===== src/rtl/tr_dpll_pkg.sv =====
package tr_dpll_pkg;
  typedef enum logic {
    ORD_SECOND = 1'b0,
    ORD_THIRD  = 1'b1
  } loop_order_e;
endpackage


===== src/rtl/tr_dpll_sat_acc.sv =====
module tr_dpll_sat_acc #(
  parameter int W = 24
) (
  input  logic                clk,
  input  logic                rst,
  input  logic                clr,
  input  logic                en,
  input  logic                hold_zero,
  input  logic signed [W-1:0] addend,
  output logic signed [W-1:0] acc
);
  logic signed [W:0]   sum;
  logic signed [W-1:0] acc_nxt;

  assign sum = {acc[W-1], acc} + {addend[W-1], addend};
  // top two bits disagree -> out of range, clamp toward the sign of the sum
  assign acc_nxt = (sum[W] ^ sum[W-1]) ? {sum[W], {(W-1){~sum[W]}}} : sum[W-1:0];

  always_ff @(posedge clk) begin
    if (rst || clr || hold_zero) acc <= '0;
    else if (en)                 acc <= acc_nxt;
  end

  // a held integrator reads zero on the following cycle
  a_r7_hold_zero: assert property (@(posedge clk) disable iff (rst)
    hold_zero |=> (acc == '0));
  // a non-negative step from a non-negative value never wraps negative
  a_r5_no_wrap_up: assert property (@(posedge clk) disable iff (rst)
    (en && !clr && !hold_zero && !addend[W-1] && !acc[W-1])
      |=> ($signed(acc) >= $signed($past(acc))));
  // a negative step from a negative value never wraps positive
  a_r5_no_wrap_dn: assert property (@(posedge clk) disable iff (rst)
    (en && !clr && !hold_zero && addend[W-1] && acc[W-1])
      |=> ($signed(acc) <= $signed($past(acc))));
endmodule


===== src/rtl/tr_dpll_pi_stage.sv =====
module tr_dpll_pi_stage
  import tr_dpll_pkg::*;
#(
  parameter int ERR_W = 16,
  parameter int ACC_W = 24,   // must exceed ERR_W
  parameter int SH_W  = 5
) (
  input  logic                    clk,
  input  logic                    rst,
  input  logic                    clr,
  input  logic                    en,
  input  loop_order_e             order,
  input  logic signed [ERR_W-1:0] err,
  input  logic [SH_W-1:0]         kp,
  input  logic [SH_W-1:0]         ki,
  input  logic [SH_W-1:0]         k2,
  output logic signed [ACC_W-1:0] prop_q,
  output logic signed [ACC_W-1:0] int1_q,
  output logic signed [ACC_W-1:0] int2_q,
  output logic                    vld_q
);
  localparam int EXT_W = ACC_W - ERR_W;

  logic signed [ACC_W-1:0] err_ext;
  logic signed [ACC_W-1:0] int1_add;
  logic signed [ACC_W-1:0] int2_add;

  assign err_ext  = {{EXT_W{err[ERR_W-1]}}, err};
  assign int1_add = err_ext >>> ki;
  // second integrator uses the registered first integrator, keeping adders apart
  assign int2_add = int1_q >>> k2;

  always_ff @(posedge clk) begin
    if (rst || clr) begin
      prop_q <= '0;
      vld_q  <= 1'b0;
    end else begin
      vld_q <= en;
      if (en) prop_q <= err_ext >>> kp;
    end
  end

  tr_dpll_sat_acc #(.W(ACC_W)) int1_i (
    .clk(clk), .rst(rst), .clr(clr), .en(en), .hold_zero(1'b0),
    .addend(int1_add), .acc(int1_q)
  );

  tr_dpll_sat_acc #(.W(ACC_W)) int2_i (
    .clk(clk), .rst(rst), .clr(clr), .en(en), .hold_zero(order == ORD_SECOND),
    .addend(int2_add), .acc(int2_q)
  );

  // without a strobe the proportional register holds
  a_r3_prop_hold: assert property (@(posedge clk) disable iff (rst)
    (!en && !clr) |=> $stable(prop_q));
endmodule


===== src/rtl/tr_dpll_phase_acc.sv =====
module tr_dpll_phase_acc #(
  parameter int ACC_W = 24,
  parameter int PH_W  = 16
) (
  input  logic                    clk,
  input  logic                    rst,
  input  logic                    clr,
  input  logic                    en,
  input  logic signed [ACC_W-1:0] prop,
  input  logic signed [ACC_W-1:0] int1,
  input  logic signed [ACC_W-1:0] int2,
  output logic [PH_W-1:0]         ph_out,
  output logic                    ph_vld
);
  localparam int SUM_W = ACC_W + 2;
  localparam logic signed [SUM_W-1:0] FMAX = {3'b000, {(ACC_W-1){1'b1}}};
  localparam logic signed [SUM_W-1:0] FMIN = {3'b111, {(ACC_W-1){1'b0}}};

  logic signed [SUM_W-1:0] s3;
  logic signed [ACC_W-1:0] filt;
  logic [ACC_W-1:0]        ph_acc;

  assign s3 = {{2{prop[ACC_W-1]}}, prop} + {{2{int1[ACC_W-1]}}, int1}
            + {{2{int2[ACC_W-1]}}, int2};

  always_comb begin
    if (s3 > FMAX)      filt = FMAX[ACC_W-1:0];
    else if (s3 < FMIN) filt = FMIN[ACC_W-1:0];
    else                filt = s3[ACC_W-1:0];
  end

  always_ff @(posedge clk) begin
    if (rst || clr) begin
      ph_acc <= '0;
      ph_vld <= 1'b0;
    end else begin
      ph_vld <= en;
      if (en) ph_acc <= ph_acc + filt;   // modulo 2^ACC_W: one full turn
    end
  end

  assign ph_out = ph_acc[ACC_W-1 -: PH_W];

  // phase holds between strobes
  a_r3_phase_hold: assert property (@(posedge clk) disable iff (rst)
    (!en && !clr) |=> $stable(ph_acc));
  // clear empties phase and pulse
  a_r9_clear: assert property (@(posedge clk) disable iff (rst)
    clr |=> (ph_acc == '0 && !ph_vld));
  // a pulse only follows a filter update
  a_r2_pulse_src: assert property (@(posedge clk) disable iff (rst)
    ph_vld |-> $past(en));
endmodule


===== src/rtl/tr_dpll_top.sv =====
module tr_dpll_top
  import tr_dpll_pkg::*;
#(
  parameter int ERR_W = 16,
  parameter int ACC_W = 24,
  parameter int PH_W  = 16,
  parameter int SH_W  = 5
) (
  input  logic             clk,
  input  logic             rst,
  input  logic             clr,
  input  logic             err_vld,
  input  logic [ERR_W-1:0] err_in,
  input  logic             cfg_third,
  input  logic [SH_W-1:0]  kp_shift,
  input  logic [SH_W-1:0]  ki_shift,
  input  logic [SH_W-1:0]  k2_shift,
  output logic [PH_W-1:0]  ph_out,
  output logic             ph_vld
);
  logic signed [ACC_W-1:0] prop_q;
  logic signed [ACC_W-1:0] int1_q;
  logic signed [ACC_W-1:0] int2_q;
  logic                    stage_vld;
  loop_order_e             order;

  assign order = loop_order_e'(cfg_third);

  tr_dpll_pi_stage #(.ERR_W(ERR_W), .ACC_W(ACC_W), .SH_W(SH_W)) pi_i (
    .clk(clk), .rst(rst), .clr(clr), .en(err_vld), .order(order),
    .err(err_in), .kp(kp_shift), .ki(ki_shift), .k2(k2_shift),
    .prop_q(prop_q), .int1_q(int1_q), .int2_q(int2_q), .vld_q(stage_vld)
  );

  tr_dpll_phase_acc #(.ACC_W(ACC_W), .PH_W(PH_W)) ph_i (
    .clk(clk), .rst(rst), .clr(clr), .en(stage_vld),
    .prop(prop_q), .int1(int1_q), .int2(int2_q),
    .ph_out(ph_out), .ph_vld(ph_vld)
  );

  // every strobe yields a pulse two cycles later
  a_r2_latency: assert property (@(posedge clk) disable iff (rst || clr)
    err_vld |=> ##1 ph_vld);
endmodule


===== config.mk =====
export PLATFORM = sky130hd
export DESIGN_NAME = tr_dpll_top
export DESIGN_NICKNAME = d
export VERILOG_FILES = /design/src/rtl/tr_dpll_pkg.sv /design/src/rtl/tr_dpll_sat_acc.sv /design/src/rtl/tr_dpll_pi_stage.sv /design/src/rtl/tr_dpll_phase_acc.sv /design/src/rtl/tr_dpll_top.sv
export SDC_FILE = /design/constraint.sdc
export NUM_CORES = 1
export LEC_CHECK = 0
export BUFFER_PORTS_ARGS = -buffer_cell sky130_fd_sc_hd__buf_4
export CAP_MARGIN = 10
export CELL_PAD_IN_SITES_DETAIL_PLACEMENT = 2
export CELL_PAD_IN_SITES_GLOBAL_PLACEMENT = 2
export CORE_ASPECT_RATIO = 1.1
export CORE_MARGIN = 2
export CORE_UTILIZATION = 42
export DETAILED_ROUTE_END_ITERATION = 12
export PLACE_DENSITY = 0.95
export SYNTH_ARGS = -nofsm -noshare
export SYNTH_HDL_FRONTEND = slang
export SYNTH_SLANG_ARGS = --single-unit

===== constraint.sdc =====
create_clock -name clk -period 12.1 [get_ports clk]
set_input_delay 2.42 -clock clk [delete_from_list [all_inputs] [get_ports clk]]
set_output_delay 2.42 -clock clk [all_outputs]
set_load 0.05 [all_outputs]

* Word-level counts from Yosys, hierarchy flattened
Index checks and enable logic that the tools add are counted.
Operators by class: add/subtract/negate cells 5, order comparisons 2, shifts and indexed selects 3, multiplexer cells 4, bitwise gates (word level) 5, reductions and logical operators 2
Operators with widths (count):
- 2-to-1 mux 24 bit | 4
- adder 24 x 24 -> 25 bit | 3
- >>> shifter 16 x 5 -> 24 bit | 2
- adder 25 x 24 -> 26 bit | 1
- greater-than comparator 26 x 24 -> 1 bit, second input constant | 1
- < comparator 26 x 24 -> 1 bit, second input constant | 1
- adder 24 bit | 1
- >>> shifter 24 x 5 -> 24 bit | 1
- inverter 1 bit | 3
- logical OR 1 bit | 2
- XOR 1 bit | 2
Word-level totals: flip-flop bits (word level) 98, input bits 36, word-level logic and storage cells 27

* Longest topological paths before layout
Gate-level depths: netlist (run 1).
depth in word-level cells 6, gate-level depth with buffers 30

* Hierarchy
From an unflattened synthesis (run 1), not the netlist that was laid out.
Unflattened totals: cell total of the unflattened synthesis 1412, area, all modules 11800.1 um^2
Modules (own cells, without submodules):
- tr_dpll_sat_acc | instances 2, cells an instance 285, area an instance 2192.1 um^2
- tr_dpll_phase_acc | instances 1, cells an instance 467, area an instance 3981.3 um^2
- tr_dpll_pi_stage | instances 1, cells an instance 375, area an instance 3434.5 um^2

* Worst setup path before layout (run 1)
Ideal clock, no wire load.
kind input -> register, start point in k2_shift[0], end point reg pi_i.int2_i.acc[0], library setup time 86 ps, data arrival time 6605 ps, required time 12014 ps, slack 5410 ps, stages on the path 20, path through clkbuf_1 -> clkbuf_1 -> inv_1 -> clkbuf_1 -> mux2i_1 -> mux2_2 -> mux4_2 -> ha_1 -> inv_1 -> fa_1 -> nor2b_1 -> o21a_1 -> o21ai_1 -> a21oi_1 -> a21oi_1 -> o31a_1 -> o31a_1 -> or2_1 -> maj3_1 -> a211oi_1
On the way: word-level cells in the longest chain between the ends 4, elaborated cells on any way between the ends 5, those cells by class add/sub: 1; shift: 1; mux: 1; bitwise: 2
RTL lines:
- start: declaration | line tr_dpll_top.sv:17 | input logic [SH_W-1:0] k2_shift,
- >>> shifter 24 x 5 -> 24 bit * | line tr_dpll_pi_stage.sv:31 | assign int2_add = int1_q >>> k2;
- adder 24 x 24 -> 25 bit * | line tr_dpll_sat_acc.sv:15 | assign sum = {acc[W-1], acc} + {addend[W-1], addend};
- XOR 1 bit or inverter 1 bit (tied branches) | line tr_dpll_sat_acc.sv:17 | assign acc_nxt = (sum[W] ^ sum[W-1]) ? {sum[W], {(W-1){~sum[W]}}} : sum[W-1:0];
- 2-to-1 mux 24 bit * | line tr_dpll_sat_acc.sv:17
- end signal: assignment | line tr_dpll_sat_acc.sv:21 | else if (en) acc <= acc_nxt;
- end: declaration | line tr_dpll_sat_acc.sv:10 | output logic signed [W-1:0] acc
Mark *: on every way between the ends. The rest lies on a longest branch, timed or not. A chain may end at the register's enable or synchronous reset.

* Worst setup path in the final report (run 1)
start point reg pi_i.int1_i.acc[1], end point reg ph_i.ph_acc[16]
On the way: word-level cells in the longest chain between the ends 6, elaborated cells on any way between the ends 7, those cells by class add/sub: 3; order compare: 2; mux: 2
RTL lines:
- start: declaration | line tr_dpll_sat_acc.sv:10
- start signal: assignment | line tr_dpll_sat_acc.sv:21
- adder 24 x 24 -> 25 bit * | line tr_dpll_phase_acc.sv:23 | assign s3 = {{2{prop[ACC_W-1]}}, prop} + {{2{int1[ACC_W-1]}}, int1}
- adder 25 x 24 -> 26 bit * | line tr_dpll_phase_acc.sv:24 | + {{2{int2[ACC_W-1]}}, int2};
- < comparator 26 x 24 -> 1 bit | line tr_dpll_phase_acc.sv:28 | else if (s3 < FMIN) filt = FMIN[ACC_W-1:0];
- 2-to-1 mux 24 bit | line tr_dpll_phase_acc.sv:28
- 2-to-1 mux 24 bit * | line tr_dpll_phase_acc.sv:27 | if (s3 > FMAX) filt = FMAX[ACC_W-1:0];
- adder 24 bit * | line tr_dpll_phase_acc.sv:38 | if (en) ph_acc <= ph_acc + filt;
- end signal: assignment | line tr_dpll_phase_acc.sv:38
- end: declaration | line tr_dpll_phase_acc.sv:21 | logic [ACC_W-1:0] ph_acc;
Marks and branches as above.

==> results of run 1 <==
routing by layer:
metal,track usage [%],vias to the layer above
met3,4.53,167
li1,-,5114
met1,37.9,5787
met4,18.5,0
met5,0,-
met2,62.2,409
area by class of cell:
class                      count  area share (%)
timing repair buffer          58            3.63
sequential                    90            15.0
inverter                      46            1.44
clock inverter                 6           0.595
tap                          352            3.67
multi-input combinational   1183            73.6
clock buffer                  10            1.99
cell usage after synthesis, types with 16 or more instances:
master | count | share of area [%]
a21oi_1 | 167 | 7.4
o21ai_0 | 99 | 4.4
xnor2_1 | 45 | 3.5
dfxtp_1 | 90 | 16
a31oi_1 | 16 | 0.89
maj3_1 | 25 | 2.2
mux2_2 | 20 | 2.0
nor3_1 | 46 | 2.0
inv_1 | 43 | 1.4
mux2i_1 | 64 | 5.7
nand2b_1 | 17 | 0.94
a21o_1 | 53 | 3.5
nand2_1 | 75 | 2.5
nor2b_1 | 22 | 1.2
o21a_1 | 20 | 1.3
ha_1 | 96 | 11
a211oi_1 | 34 | 2.3
buf_4 | 17 | 1.1
nor2_1 | 137 | 4.6
xor2_1 | 29 | 2.3
fa_1 | 28 | 5.0
clkbuf_1 | 60 | 2.0
nand3_1 | 18 | 0.80
o21ai_1 | 20 | 0.89
mux4_2 | 23 | 4.6
power groups by stage:
stage	Sequential, mW	Clock [mW]	Combinational, mW
floorplan	0.324	0	0.315
global placement	0.332	0	0.388
detailed placement	0.334	0	0.427
CTS	0.327	0.321	0.441
global route	0.329	0.331	0.482
finish	0.328	0.321	0.446
metrics by stage:
stage / utilization (%) / power (mW) / hold slack [ps] / cells
detailed placement: 44.5 / 0.760 / 481 / 1729
global placement: 44.5 / 0.720 / 464 / 1729
finish: 45.7 / 1.09 / 494 / 1745
floorplan: - / 0.638 / 450 / 1415
CTS: 45.7 / 1.09 / 495 / 1745
global route: 45.7 / 1.14 / 533 / 1745
kinds of logic after synthesis:
group,count (synthesis),synth area share (%)
xor gates and xnor gates,75,6.00
adders and majority gates,149,17.9
muxes,107,12.3
DFF,90,16.0
AOI/OAI and AO/OA,486,26.6
buffers and inverters,142,5.75
and+or+nand+nor,366,15.5
flip-flops by register name (all words and copies together), names as in the netlist:
register         count
ph_i.ph_vld          1
pi_i.vld_q           1
pi_i.int1_i.acc     24
pi_i.int2_i.acc     24
pi_i.prop_q         16
ph_i.ph_acc         24
how the worst min path moves through the flow:
stage	cells after the start	from	endpoint	slack (ps)
2_1_floorplan	2	ph_i.ph_acc[4]	ph_i.ph_acc[4]	450
3_3_place_gp	2	ph_i.ph_acc[4]	ph_i.ph_acc[4]	460
3_5_place_dp	2	ph_i.ph_acc[4]	ph_i.ph_acc[4]	480
4_1_cts	2	ph_i.ph_acc[4]	ph_i.ph_acc[4]	490
5_1_grt	2	ph_i.ph_acc[4]	ph_i.ph_acc[4]	530
6_report	2	ph_i.ph_acc[4]	ph_i.ph_acc[4]	490
tightest hold or removal path, stage by stage, from the launching register on:
cell and delay, ps:
dfxtp_1 320, nand2b_1 70, a21oi_1 50
==> metrics.md, run 1 <==
| Metric | Value |
|---|---|
| Remaining Overflow, GRT | `0` |
| Nature of the critical path endpoint | `flip-flop` |
| Worst path max stage delay | `560 ps` |
| Iter 0 DRT Violations | `716` |
| Vias in the first global route | `12900` |
| Worst-Skew Late Latency | `390 ps` |
| FFs w/ async S/R, synth | `0%` |
| Sw power | `447 uW` |
| Crit share post-route | `60.2%` |
| Chip width | `160 um` |
| Placer congestion estimate | `0.925` |
| Layout cells sized above 1 | `10.2%` |
| Sequential Power Share | `30.0%` |
| Max-Slew Margin vs Limit | `35.4%` |
| Max Fclk | `0.137 GHz` |
| Core Area | `26200 um^2` |
| DRC Markers | `0` |
| Cell count after synthesis | `1415` |
| FF+latch count, synth | `90` |
| Most frequent cells in the layout | `a21oi_1 (167), nor2_1 (136), o21ai_0 (99)` |
| Tmin final | `7290 ps` |
| RSZ-0062 raised after global routing | `false` |
| Critical-path top delay cell | `fa_1` |
| GRT Util Overall | `33.9%` |
| Bufs and invs on worst path | `4` |
| Clk_skew | `18.1 ps` |
| Detail Placement HPWL | `34.5 mm` |
| Reg2reg setup slack | `4810 ps` |
| Type of origin of the critical path | `flip-flop` |
| Remaining antenna violation count | `0` |
| Worst reg2reg path depth | `29` |
| P per Cell Area | `91.3 nW/um^2` |
| First drt pass iteration count | `7` |
| Synth Warn # | `0` |
| Sw frac | `40.8%` |
| Worst Path Max Fanout | `24` |
| Avg WL per Cell | `27.2 um` |
| Routed wl met3 | `2.27 mm` |
| Metal-1 WL | `18.2 mm` |
| Distinct cells, synth | `82` |
| VDD IR max | `75.6 uV` |
| Max Cap Violations | `0` |
| Largest net degree at the start of global routing | `69` |
| Internal Power | `648 uW` |
| CP most frequent cell | `a21oi_1` |
| Crit path DAT | `7570 ps` |
| Worst Hold Class | `reg -> reg` |
| Mapped Nets | `1575` |
| DP Area | `11700 um^2` |
| Area of the multi-input gates | `8830 um^2` |
| Final nets | `1548` |
| Max Slew Vio Count | `0` |
| IO Pins | `53` |
| Number of buffers added on ports | `52` |
| Post-CTS sizing | `0` |
| Final setup vio count | `0` |
| Worst EP required | `12380 ps` |
| First-pass GRT wire length | `75.2 mm` |
| Ant. Diodes | `0` |
| Initial cell density of the core | `43.0%` |
| Clock power share | `29.3%` |
| Die H | `176 um` |
| CTS Root Cell | `clkbuf_16` |
| WL final | `47.5 mm` |
| Most used DFF post-synth | `dfxtp_1` |
| Hold Vio Cnt, Final | `0` |
| Number of CTS-inserted buffers | `9` |
| Clock buffer depth | `2` |
| CP Capture Point | `ph_i.ph_acc[16]` |
| R2R Path End | `ph_i.ph_acc[16]` |
| Count of clock tree sinks | `90` |
| Largest delay share family, worst path | `compound AO/OA/AOI/OAI gates` |
| CP Launch Point | `pi_i.int1_i.acc[1]` |
| TNS Setup | `0 ps` |
| Post-Syn Area | `11300 um^2` |
| Fin area | `12000 um^2` |
| Stages on the worst setup path | `29` |
| Static leakage power | `5.24 nW` |
| Routed length on met2 | `24.5 mm` |
| Post-Syn Area per Cell | `7.96 um^2` |
| CTS clk-pin slew, worst paths | `80 ps` |
| Vias per inst | `6.58` |
| Register area | `1800 um^2` |
| Filler Cells Inserted | `2977` |
| CTS tree | `built` |
| Post-synth EDFFs | `0` |
| Reg2Reg Launch Point | `pi_i.int1_i.acc[1]` |
| Seq/Total Area, Yosys | `16.0%` |
| Status | `finished clean` |
| Pre-CTS setup slack | `4860 ps` |
| Critical path type | `reg -> reg` |
| Slew @ Worst Pin | `967 ps` |
| DIE AREA | `28200 um^2` |
| Initial antenna violation count | `0` |
| Area growth syn-to-layout | `6.40%` |
| Commonest non-fill, non-tap cell in the layout | `a21oi_1` |
| Via count | `11500` |
| Cts-stage hold buffer count | `0` |
| Worst setup slack after layout | `4810 ps` |
| H-tree Lvls | `3` |
| Num rows | `62` |
| Total setup buffers inserted after CTS | `0` |
| DR top layer | `met4` |
| Combinational share of power | `40.7%` |
Note: power is estimated with default switching activity, not from simulation.
==> run 2: changes to the inputs <==
--- a/config.mk
+++ b/config.mk
@@ -11,9 +11,9 @@
 export CELL_PAD_IN_SITES_GLOBAL_PLACEMENT = 2
 export CORE_ASPECT_RATIO = 1.1
 export CORE_MARGIN = 2
-export CORE_UTILIZATION = 42
+export CORE_UTILIZATION = 39
 export DETAILED_ROUTE_END_ITERATION = 12
-export PLACE_DENSITY = 0.95
+export PLACE_DENSITY = 0.91
 export SYNTH_ARGS = -nofsm -noshare
 export SYNTH_HDL_FRONTEND = slang
 export SYNTH_SLANG_ARGS = --single-unit
==> constraint.sdc (replaced) <==
create_clock -name clk -period 7 [get_ports clk]
set_input_delay 1.4 -clock clk [delete_from_list [all_inputs] [get_ports clk]]
set_output_delay 1.4 -clock clk [all_outputs]
set_load 0.05 [all_outputs]
==> metrics.md, run 2 (synthesis gave the netlist of run 1 again) <==
| Metric | Value |
|---|---|
| Initial cell density of the core | `39.5% (-3.5 points)` |
| IO Pins | `53 (unchanged)` |
| Power Total | `1.92 mW (+75%)` |
| Worst-Skew Late Latency | `380 ps (about the same)` |
| Top Registers | `ph_i.ph_acc (24), pi_i.int1_i.acc (24), pi_i.int2_i.acc (24)` |
| P per Cell Area | `158 nW/um^2 (+73%)` |
| Clock buffer depth | `2 (unchanged)` |
| Commonest non-fill, non-tap cell in the layout | `a21oi_1` |
| Static leakage power | `5.28 nW (+0.90%)` |
| Core Area | `28500 um^2 (+8.9%)` |
| H-tree Lvls | `3 (unchanged)` |
| Filler Cells Inserted | `3188 (+7.1%)` |
| Num rows | `65 (+4.8%)` |
| Clock power share | `29.8% (+0.5 points)` |
| Register area | `1800 um^2 (unchanged)` |
| Max Slew Vio Count | `0 (unchanged)` |
| Vias in the first global route | `12600 (-1.7%)` |
| TNS Setup | `0 ps (unchanged)` |
| CP most frequent cell | `a21oi_1` |
| Sequential Power Share | `29.6% (-0.4 points)` |
| Chip width | `166 um (+3.7%)` |
| CTS clk-pin slew, worst paths | `80 ps (about the same)` |
| Area of the multi-input gates | `8870 um^2 (+0.45%)` |
| Cells after DPL | `1746 (+0.98%)` |
| Max Cap Violations | `0 (unchanged)` |
| GRT Util Overall | `29.0% (-4.8 points)` |
| First drt pass iteration count | `5 (-2)` |
| DIE AREA | `30300 um^2 (+7.5%)` |
| Placer congestion estimate | `0.867 (-6.3%)` |
| Number of CTS-inserted buffers | `9 (unchanged)` |
| Worst Path Max Fanout | `10 (-58%)` |
| Initial antenna violation count | `0 (unchanged)` |
| Nature of the critical path endpoint | `flip-flop` |
| CTS tree | `built` |
| Worst path max stage delay | `520 ps (-40 ps)` |
| Vias per inst | `6.42 (-2.4%)` |
| Largest net degree at the start of global routing | `78 (+13%)` |
| Max-Slew Margin vs Limit | `32.6% (-2.8 points)` |
| Number of buffers added on ports | `52 (unchanged)` |
| Type of origin of the critical path | `flip-flop` |
| Largest delay share family, worst path | `compound AO/OA/AOI/OAI gates` |
| Detail Placement HPWL | `33.1 mm (-4.2%)` |
| Critical path type | `reg -> reg` |
| Layout cells sized above 1 | `10.8% (+0.58 points)` |
| Sw power | `758 uW (+70%)` |
| Die H | `182 um (+3.7%)` |
| Count of clock tree sinks | `90 (unchanged)` |
| Final nets | `1557 (+0.58%)` |
| Combinational share of power | `40.6% (about the same)` |
| Status | `finished clean` |
| Most frequent cells in the layout | `a21oi_1 (167), nor2_1 (136), o21ai_0 (99)` |
| Max Fclk | `0.148 GHz (+7.7%)` |
| CTS Root Cell | `clkbuf_16` |
| Final setup vio count | `0 (unchanged)` |
| Tmin final | `6760 ps (-520 ps)` |
| Post-Layout Cell Count | `1769 (+1.4%)` |
| Sw frac | `39.6% (-1.3 points)` |
| Worst EP required | `7320 ps (-5060 ps)` |
| Worst Hold Class | `reg -> reg` |
| Iter 0 DRT Violations | `668 (-6.7%)` |
| Remaining Overflow, GRT | `0 (unchanged)` |
| Via count | `11400 (-1.1%)` |
| Critical-path top delay cell | `fa_1` |
| Crit path DAT | `7090 ps (-480 ps)` |
| VDD IR max | `115 uV (+52%)` |
| Slew @ Worst Pin | `1010 ps (+41.6 ps)` |
| Final hold slack | `496 ps (+1.66 ps)` |
| Bufs and invs on worst path | `4 (unchanged)` |
| Cts-stage hold buffer count | `0 (unchanged)` |
| Area growth syn-to-layout | `7.47%` |
| Avg WL per Cell | `26.2 um (-3.7%)` |
| Clk_skew | `19.3 ps (+1.24 ps)` |
| Hold Vio Cnt, Final | `0 (unchanged)` |
| DRC Markers | `0 (unchanged)` |
| Internal Power | `1.16 mW (+79%)` |
| Remaining antenna violation count | `0 (unchanged)` |
| Ant. Diodes | `0 (unchanged)` |
| Crit share post-route | `96.6% (+36 points)` |
| WL final | `46.4 mm (-2.4%)` |
| First-pass GRT wire length | `70.1 mm (-6.7%)` |
-- run 2: stage by stage --
step                      utilization, %  instance area [um^2]  worst slack, ps
after CTS                           42.1                 12000              131
after global placement              41.0                 11700              686
after floorplan                        -                 11300             1190
after detailed placement            41.0                 11700              220
final                               42.4                 12100              235
after global routing                42.4                 12100             -132
-- run 2: final cells by class --
cell class                 count  share of cell area (%)
tap                          368                    3.80
clock buffer                  11                    2.00
timing repair buffer          65                    4.03
clock inverter                 4                   0.630
inverter                      46                    1.43
multi-input combinational   1185                    73.2
sequential                    90                    14.9
-- run 2: worst reg2reg max path: cells and delay by family, from the launching register on --
kind,cells,cell delay (ps)
and+or+nand+nor,3,800
xor gates and xnor gates,1,170
adders and majority gates,5,1770
buffers and inverters,4,400
DFF,1,380
AOI/OAI and AO/OA,16,3200
-- run 2: repair_timing --
item | in CTS | in global routing
endpoints found under the setup margin | 0 | 8
setup buffers | 0 | 6
resized for setup | 0 | 4
-- run 2: per-layer routing --
layer  GRT usage, %  vias up  routed length (um)
li1               -     5123                   -
met1           32.4     5732               18400
met2           53.1      349               23700
met3           4.16      150                1870
met4           16.1        0                2390
met5              0        -                   0
-- run 2: path summary, 6_finish.rpt --
check,slack (ps),start,end,depth (start not counted)
setup / recovery,240,pi_i.int2_i.acc[1],ph_i.ph_acc[12],29
hold / removal,500,ph_i.ph_acc[4],ph_i.ph_acc[4],2
setup reg to reg,240,pi_i.int2_i.acc[1],ph_i.ph_acc[12],29
hold reg to reg,500,ph_i.ph_acc[4],ph_i.ph_acc[4],2
-- run 2: power by group through the flow --
stage	logic (mW)	clock network [mW]	registers (mW)
detailed placement	0.734	0	0.576
CTS	0.751	0.575	0.566
finish	0.777	0.570	0.567
floorplan	0.544	0	0.559
global placement	0.674	0	0.573
global route	0.838	0.594	0.568
